[src/rtl/rx_pd_pkg.sv]
package rx_pd_pkg;
  typedef enum logic [1:0] {
    WK_IDLE   = 2'd0,
    WK_ADDR   = 2'd1,
    WK_DATA   = 2'd2,
    WK_ORPHAN = 2'd3
  } word_kind_e;
endpackage

[src/rtl/rx_pd_prepend.sv]
module rx_pd_prepend #(
  parameter int unsigned PORT_W = 8
) (
  input  logic              clk_i,
  input  logic              rst_ni,
  input  logic              load_i,
  input  logic [PORT_W-1:0] port_i,
  output logic [PORT_W-1:0] port_o,
  output logic              have_o
);
  always_ff @(posedge clk_i or negedge rst_ni) begin
    if (!rst_ni) begin
      port_o <= '0;
      have_o <= 1'b0;
    end else if (load_i) begin
      port_o <= port_i;
      have_o <= 1'b1;
    end
  end
endmodule

[src/rtl/rx_pd_track.sv]
module rx_pd_track #(
  parameter int unsigned PORT_W = 8
) (
  input  logic              clk_i,
  input  logic              rst_ni,
  input  logic              upd_i,
  input  logic [PORT_W-1:0] port_i,
  input  logic              sop_i,
  input  logic              eop_i,
  output logic              clash_o
);
  localparam int unsigned NUM_PORTS = 1 << PORT_W;

  logic [NUM_PORTS-1:0] open_q;

  for (genvar p = 0; p < NUM_PORTS; p++) begin : g_port
    always_ff @(posedge clk_i or negedge rst_ni) begin
      if (!rst_ni) begin
        open_q[p] <= 1'b0;
      end else if (upd_i && (port_i == PORT_W'(p))) begin
        if (eop_i)      open_q[p] <= 1'b0;
        else if (sop_i) open_q[p] <= 1'b1;
      end
    end
  end

  assign clash_o = sop_i && open_q[port_i];
endmodule

[src/rtl/rx_pd_mask.sv]
module rx_pd_mask #(
  parameter int unsigned BYTES = 4
) (
  input  logic                       eop_i,
  input  logic [$clog2(BYTES)-1:0]   mod_i,
  output logic [BYTES-1:0]           be_o
);
  localparam int unsigned MOD_W = $clog2(BYTES);

  logic [MOD_W:0] nvalid;
  assign nvalid = (mod_i == '0) ? (MOD_W+1)'(BYTES) : {1'b0, mod_i};

  // bit BYTES-1 is the first byte on the bus
  for (genvar b = 0; b < BYTES; b++) begin : g_be
    assign be_o[b] = !eop_i || ((32'(b) + 32'(nvalid)) >= 32'(BYTES));
  end
endmodule

[src/rtl/rx_prepend_demux.sv]
module rx_prepend_demux
  import rx_pd_pkg::*;
#(
  parameter int unsigned DATA_W = 32,
  parameter int unsigned PORT_W = 8
) (
  input  logic                            clk_i,
  input  logic                            rst_ni,
  input  logic                            en_i,
  input  logic                            valid_i,
  input  logic                            addr_i,
  input  logic                            sop_i,
  input  logic                            eop_i,
  input  logic [$clog2(DATA_W/8)-1:0]     mod_i,
  input  logic [DATA_W-1:0]               data_i,
  output logic                            vld_o,
  output logic [DATA_W-1:0]               data_o,
  output logic [PORT_W-1:0]               port_o,
  output logic                            sop_o,
  output logic                            eop_o,
  output logic [DATA_W/8-1:0]             be_o,
  output logic                            err_o,
  output logic                            noaddr_err_o
);
  localparam int unsigned BYTES = DATA_W / 8;

  word_kind_e        kind;
  logic              have_addr;
  logic [PORT_W-1:0] cur_port;
  logic              clash;
  logic [BYTES-1:0]  be;

  always_comb begin
    if (!(en_i && valid_i)) kind = WK_IDLE;
    else if (addr_i)        kind = WK_ADDR;
    else if (have_addr)     kind = WK_DATA;
    else                    kind = WK_ORPHAN;
  end

  rx_pd_prepend #(.PORT_W(PORT_W)) u_prepend (
    .clk_i  (clk_i),
    .rst_ni (rst_ni),
    .load_i (kind == WK_ADDR),
    .port_i (data_i[PORT_W-1:0]),
    .port_o (cur_port),
    .have_o (have_addr)
  );

  rx_pd_track #(.PORT_W(PORT_W)) u_track (
    .clk_i   (clk_i),
    .rst_ni  (rst_ni),
    .upd_i   (kind == WK_DATA),
    .port_i  (cur_port),
    .sop_i   (sop_i),
    .eop_i   (eop_i),
    .clash_o (clash)
  );

  rx_pd_mask #(.BYTES(BYTES)) u_mask (
    .eop_i (eop_i),
    .mod_i (mod_i),
    .be_o  (be)
  );

  always_ff @(posedge clk_i or negedge rst_ni) begin
    if (!rst_ni) begin
      vld_o        <= 1'b0;
      data_o       <= '0;
      port_o       <= '0;
      sop_o        <= 1'b0;
      eop_o        <= 1'b0;
      be_o         <= '0;
      err_o        <= 1'b0;
      noaddr_err_o <= 1'b0;
    end else begin
      vld_o        <= (kind == WK_DATA);
      noaddr_err_o <= (kind == WK_ORPHAN);
      if (kind == WK_DATA) begin
        data_o <= data_i;
        port_o <= cur_port;
        sop_o  <= sop_i;
        eop_o  <= eop_i;
        be_o   <= be;
        err_o  <= clash;
      end else begin
        sop_o  <= 1'b0;
        eop_o  <= 1'b0;
        err_o  <= 1'b0;
      end
    end
  end
endmodule

[config.mk]
export PLATFORM = sky130hd
export DESIGN_NAME = rx_prepend_demux
export DESIGN_NICKNAME = d
export VERILOG_FILES = /design/src/rtl/rx_pd_pkg.sv /design/src/rtl/rx_pd_prepend.sv /design/src/rtl/rx_pd_track.sv /design/src/rtl/rx_pd_mask.sv /design/src/rtl/rx_prepend_demux.sv
export SDC_FILE = /design/constraint.sdc
export NUM_CORES = 1
export LEC_CHECK = 0
export ABC_AREA = 1
export BUFFER_PORTS_ARGS = -buffer_cell sky130_fd_sc_hd__buf_4
export CORE_ASPECT_RATIO = 1.2
export CORE_MARGIN = 10
export CORE_UTILIZATION = 23
export DETAILED_ROUTE_END_ITERATION = 12
export PLACE_DENSITY = 0.34
export SYNTH_ARGS = -nofsm -noshare
export SYNTH_HDL_FRONTEND = slang
export SYNTH_HIERARCHICAL = 1
export SYNTH_SLANG_ARGS = --single-unit
[constraint.sdc]
create_clock -name clk_i -period 4.2 [get_ports clk_i]
set_input_delay 0.84 -clock clk_i [delete_from_list [all_inputs] [get_ports clk_i]]
set_output_delay 0.84 -clock clk_i [all_outputs]
set_load 0.02 [all_outputs]
Yosys cells after proc, flatten, opt, wreduce, memory -nomap -nowiden:

Cells that the tools add are included.

* logic and storage cells: 1065
* input bits: 41
* register bits: 314
* output and inout port bits: 49

* mux-type cells: 11
* add/subtract/negate cells: 3
* reductions and logical operators: 522
* order comparisons: 5
* equal/unequal tests: 258

Operator list (number)
* 8-bit == test (second input constant): 128
* 8-bit by 7-bit == test with 1-bit output (second input constant): 64
* 2-bit AND reduction: 256
* 1-bit logical AND: 258
* 8-bit by 6-bit == test with 1-bit output (second input constant): 32
* 8-bit by 5-bit == test with 1-bit output (second input constant): 16
* 32-bit by 3-bit greater-or-equal comparator with 1-bit output (second input constant): 3
* 8-bit by 4-bit == test with 1-bit output (second input constant): 8
* 8-bit by 3-bit == test with 1-bit output (second input constant): 4
* 8-bit by 2-bit == test with 1-bit output (second input constant): 2
* 8-bit by 9-bit < comparator with 1-bit output (second input constant): 1
* 2-bit by 3-bit adder with 4-bit output (first input constant): 2
* 1-bit binary-select mux with 8-bit select: 1
* 8-bit by 1-bit == test with 1-bit output (second input constant): 1
* 8-bit logical NOT: 1
* 1-bit two-way mux: 7
* 1-bit by 3-bit adder with 4-bit output (first input constant): 1
* 2-bit == test (second input constant): 2
* 1-bit logical OR: 4
* 2-bit two-way mux: 2
* 3-bit greater-or-equal comparator (second input constant): 1
* 3-bit two-way mux: 1
* 2-bit by 1-bit == test with 1-bit output (second input constant): 1
* 2-bit logical NOT: 1
* other kinds (2): 2

Logic depth before layout (Yosys ltp):

* depth after elaboration: 6
* gate-level depth with buffers: 19
* gate-level depth less buffers: 17

By module:

Netlist, hierarchy kept.

Modules (own cells, without submodules)
* rx_pd_track: sequential area each 6406.1 um2, area an instance 13146.4 um2, cells an instance 1839, times used 1
* rx_prepend_demux: sequential area each 1226.2 um2, area an instance 1916.8 um2, cells an instance 209, times used 1
* rx_pd_prepend: sequential area each 225.2 um2, area an instance 336.6 um2, cells an instance 36, times used 1
* rx_pd_mask: sequential area each 0.0 um2, area an instance 68.8 um2, cells an instance 11, times used 1

Least setup slack after synthesis:

OpenSTA, ideal clock, no wires.

* path type: input to register
* start point: input en_i
* end point: register u_track.open_q[145]
* stages on the path: 13
* data required time: 4.082 ns
* setup slack: 1.754 ns
* arrival time: 2.327 ns
* buffers on the path: 2
* library setup time: 0.118 ns
* cell sequence: nand2_1 -> inv_2 -> nand2_1 -> buf_2 -> inv_1 -> o21ai_0 -> inv_1 -> nand3_4 -> nor2_1 -> buf_2 -> nand2_1 -> mux2i_1 -> inv_1

* longest elaborated chain between the ends: 5

Ends and longest elaborated chain
* from (decl): line rx_prepend_demux.sv:9 `input logic en_i,`
* 1-bit logical AND: line rx_prepend_demux.sv:34 `if (!(en_i && valid_i)) kind = WK_IDLE;`
* 2-bit two-way mux: line rx_prepend_demux.sv:34
* 2-bit == test: line rx_prepend_demux.sv:52 `.upd_i (kind == WK_DATA),`
* 1-bit logical AND: line rx_pd_track.sv:20 `end else if (upd_i && (port_i == PORT_W'(p))) begin`
* 2-bit AND reduction (no source line)
* to (signal, indexed assignment): line rx_pd_track.sv:19 `open_q[p] <= 1'b0;`
* to (signal, indexed assignment): line rx_pd_track.sv:21 `if (eop_i) open_q[p] <= 1'b0;`
* to (signal, indexed assignment): line rx_pd_track.sv:22 `else if (sop_i) open_q[p] <= 1'b1;`
* to (decl): line rx_pd_track.sv:14 `logic [NUM_PORTS-1:0] open_q;`

Every way passes these cells.
A chain may end at the register's enable or synchronous reset.

Worst setup path in the final report:

* start point: register u_prepend.port_o[0]
* end point: register err_o

* longest elaborated chain between the ends: 4

Ends and longest elaborated chain
* from (decl): line rx_pd_prepend.sv:8 `output logic [PORT_W-1:0] port_o,`
* from (signal assigned): line rx_pd_prepend.sv:16 `port_o <= port_i;`
* 1-bit binary-select mux with 8-bit select: line rx_pd_track.sv:27 `assign clash_o = sop_i && open_q[port_i];`
* 1-bit two-way mux (not written as such): line rx_pd_track.sv:27
* 1-bit logical AND: line rx_pd_track.sv:27
* named net clash: line rx_prepend_demux.sv:30 `logic clash;`
* 1-bit two-way mux: line rx_prepend_demux.sv:78 `if (kind == WK_DATA) begin`
* to (signal assigned): line rx_prepend_demux.sv:84 `err_o <= clash;`
* to (decl): line rx_prepend_demux.sv:22 `output logic err_o,`

The timed path passes the listed nets, and every way through them passes these cells. The select of a mux whose other input is x is not followed.

==> flow_summary.toml <==
[pwr]
clkPwrFrac_pct = 41.7
leakage_nw = 9.37
p_sw_mw = 2.52
peakVddDrop_mv = 0.232
p_per_area_mw_per_mm2 = 439
p_int_mw = 5.56
p_comb_share_pct = 16.8
switching_share_pct = 31.2
pwr-share-seq_pct = 41.5

[setup_path]
cp_data_arrival_time_ns = 3.22
required_ns = 4.62
worstPathMaxFanout = 67
end_kind = "flip-flop"
worstSetupPathType = "reg -> reg"
critPathLaunchType = "flip-flop"

[routing]
via_per_inst = 4.45
drt-total-wl_mm = 61.2
drt_iter0_markers = 830
drc = 0
drtPass1Iterations = 5
routedWlPerCell_microns = 19.8
ant_nets = 0
vias = 13700

[final_layout]
antenna-diode-count = 0
final_common_cell = "nand2_1"
area_delta_synth_final_pct = 19.0
fin_util_pct = 27.5
final_nets = 2199
stdcell_area_sq_mm = 0.0184
drive_gt1_share_pct = 10.5
stdcell_count = 3083
final_cell_mix = "775 x nand2_1, 379 x nor2_1, 312 x dfrtp_1, 231 x a21oi_1, 135 x buf_4"

[global_routing]
grt-ovfl-total = 0
grt_max_degree = 96
grt_usage_pct = 15.5
grt_pass1_vias = 13800
antenna_found_initial = 0
grt_pass1_wl_mm = 92.9

[cts]
htree_num_levels = 2
cts_tree = "yes"
clockRootBuffer = "clkbuf_16"
cts_max_path_buffers = 3
post_cts_buffers = 0
insertion_delay_ns = 0.57
cts_resized = 0
cts_made_buffers = 40
path_clk_slew_ns = 0.06
cts.sinks = 314
cts_hold_buf = 0

[placement]
dp_hpwl_mm = 37.3
gp_congestion = 0.773
io_buffers = 89
placedCellCount = 3014
placed_area_sq_mm = 0.0172

[run]
drv_cap = 0

[floorplan]
pin_count = 90
rows = 104
coreArea_sq_mm = 0.0669
die_w_microns = 257
die-area_sq_mm = 0.0781
dieHeight_microns = 304
initial_core_util_pct = 23.1

[timing]
maxSlewHeadroom_pct = 17.3
fin_crit_sh_pct = 66.8
skew_ns = 0.0221
finalSetupViolCount = 0
rsz0062_at_grt = "no"
drv_slew = 0
holdWs_ns = 0.256
worstMarginPinSlew_ns = 1.24
fin_tns_setup_ns = 0
fmax_mhz = 356
final-hold-violation-count = 0
period_minus_slack_ns = 2.81

[run_status]
status = "completed"

[yosys]
avgSynthCellArea_sq_um = 7.38
synth-seq-area-share_pct = 50.8
yosys_warnings = 6
netlist.area_leader.share_pct = 50.8
synth_area_leaders = "dfrtp_1 51%, nand2_1 19%, nor2_1 9.2%, a21oi_1 7.5%, a31oi_1 3.2%"
netlist_area_sq_mm = 0.0155
yosys.area.top_type = "dfrtp_1"
ys_seq_elements = 314
synth.distinct_cells = 22
synth_cells = 2095
syn_nets = 2139

[hold_path]
hold_class = "in -> async"
==> through the flow <==
step / power, mW / setup WS, ns
after floorplan: 4.10 / 1.75
after global placement: 4.80 / 1.03
after global routing: 8.50 / 1.10
after detailed placement: 4.80 / 1.01
final: 8.08 / 1.39
after CTS: 8.27 / 1.34
==> layout make-up <==
cell class | count | area, sq um
fill | 7490 | 48500
clock buffer | 64 | 1210
inverter | 84 | 318
multi-input combinational | 1574 | 6730
sequential | 314 | 7860
clock inverter | 5 | 36.3
tap | 901 | 1130
timing repair buffer | 141 | 1120
==> worst max-delay path, stage by stage (launching register included) <==
cell and delay [ns]:
dfrtp_4 0.53, buf_4 0.43, nand2_1 0.16, nand2_1 0.16, nand2_1 0.12, nand2_1 0.05, nand2_1 0.05, nand2_1 0.05
nor2_1 0.26, nor2_1 0.10, nor2_1 0.13, nand2_1 0.07, nand2_1 0.09, nand2_1 0.06, nor2_1 0.21, nor2_1 0.06
inv_1 0.05, nor2_1 0.04
==> cell usage after synthesis <==
cell      count
nor2_2        7
nand3_1      65
ha_1          3
nand2_1     775
clkinv_1      5
nor3_1        1
a31oi_1      79
nand3_4       2
nor2_1      379
buf_4         7
nor2_4        5
clkbuf_1     67
mux2i_1      22
o21ai_0       4
inv_1        62
buf_6         3
or2_1         1
a21oi_1     231
buf_1         3
inv_2        17
buf_2        43
dfrtp_1     314
==> logic make-up (layout without fill, tap and decap cells) <==
| family | after synthesis | count (layout) | synth area share, % |
|---|---|---|---|
| DFF | 314 | 314 | 50.8 |
| adders and majority gates | 3 | 3 | 0.243 |
| muxes | 22 | 22 | 1.42 |
| AOI/OAI and AO/OA | 314 | 314 | 10.8 |
| and+or+nand+nor | 1235 | 1235 | 31.1 |
| buffers and inverters | 207 | 294 | 5.69 |
==> power by group through the flow <==
| stage | Combinational (mW) | Clock [mW] | Sequential [mW] |
|---|---|---|---|
| 2_1_floorplan | 0.608 | 0 | 3.49 |
| 3_3_place_gp | 1.40 | 0 | 3.41 |
| 3_5_place_dp | 1.39 | 0 | 3.41 |
| 4_1_cts | 1.40 | 3.52 | 3.36 |
| 5_1_grt | 1.50 | 3.62 | 3.38 |
| 6_report | 1.36 | 3.36 | 3.35 |
==> path summary, 6_finish.rpt <==
kind / start / end / slack, ns / cells after the start
worst max-delay path: u_prepend/port_o[0] / err_o / 1.39 / 17
worst min-delay path: rst_ni / data_o[15] / 0.26 / 1
worst max register to register: u_prepend/port_o[0] / err_o / 1.39 / 17
worst min register to register: data_o[15] / data_o[15] / 0.47 / 2
max in group asynchronous: rst_ni / u_track/open_q[75] / 2.97 / 2
min in group clk_i: data_o[15] / data_o[15] / 0.47 / 2
==> per-layer routing <==
| layer | track usage [%] | routed length, microns |
|---|---|---|
| met5 | 0 | 0 |
| met2 | 26.0 | 29000 |
| met4 | 4.48 | 1520 |
| met1 | 20.3 | 28500 |
| met3 | 2.12 | 2150 |
==> state kept, by name (all words and copies together), names as in the netlist, 4 cells and up <==
name and flops:
u_prepend/port_o 8, u_track/open_q 256, port_o 8, data_o 32, be_o 4
No activity file was read; power rests on OpenSTA's default activity.
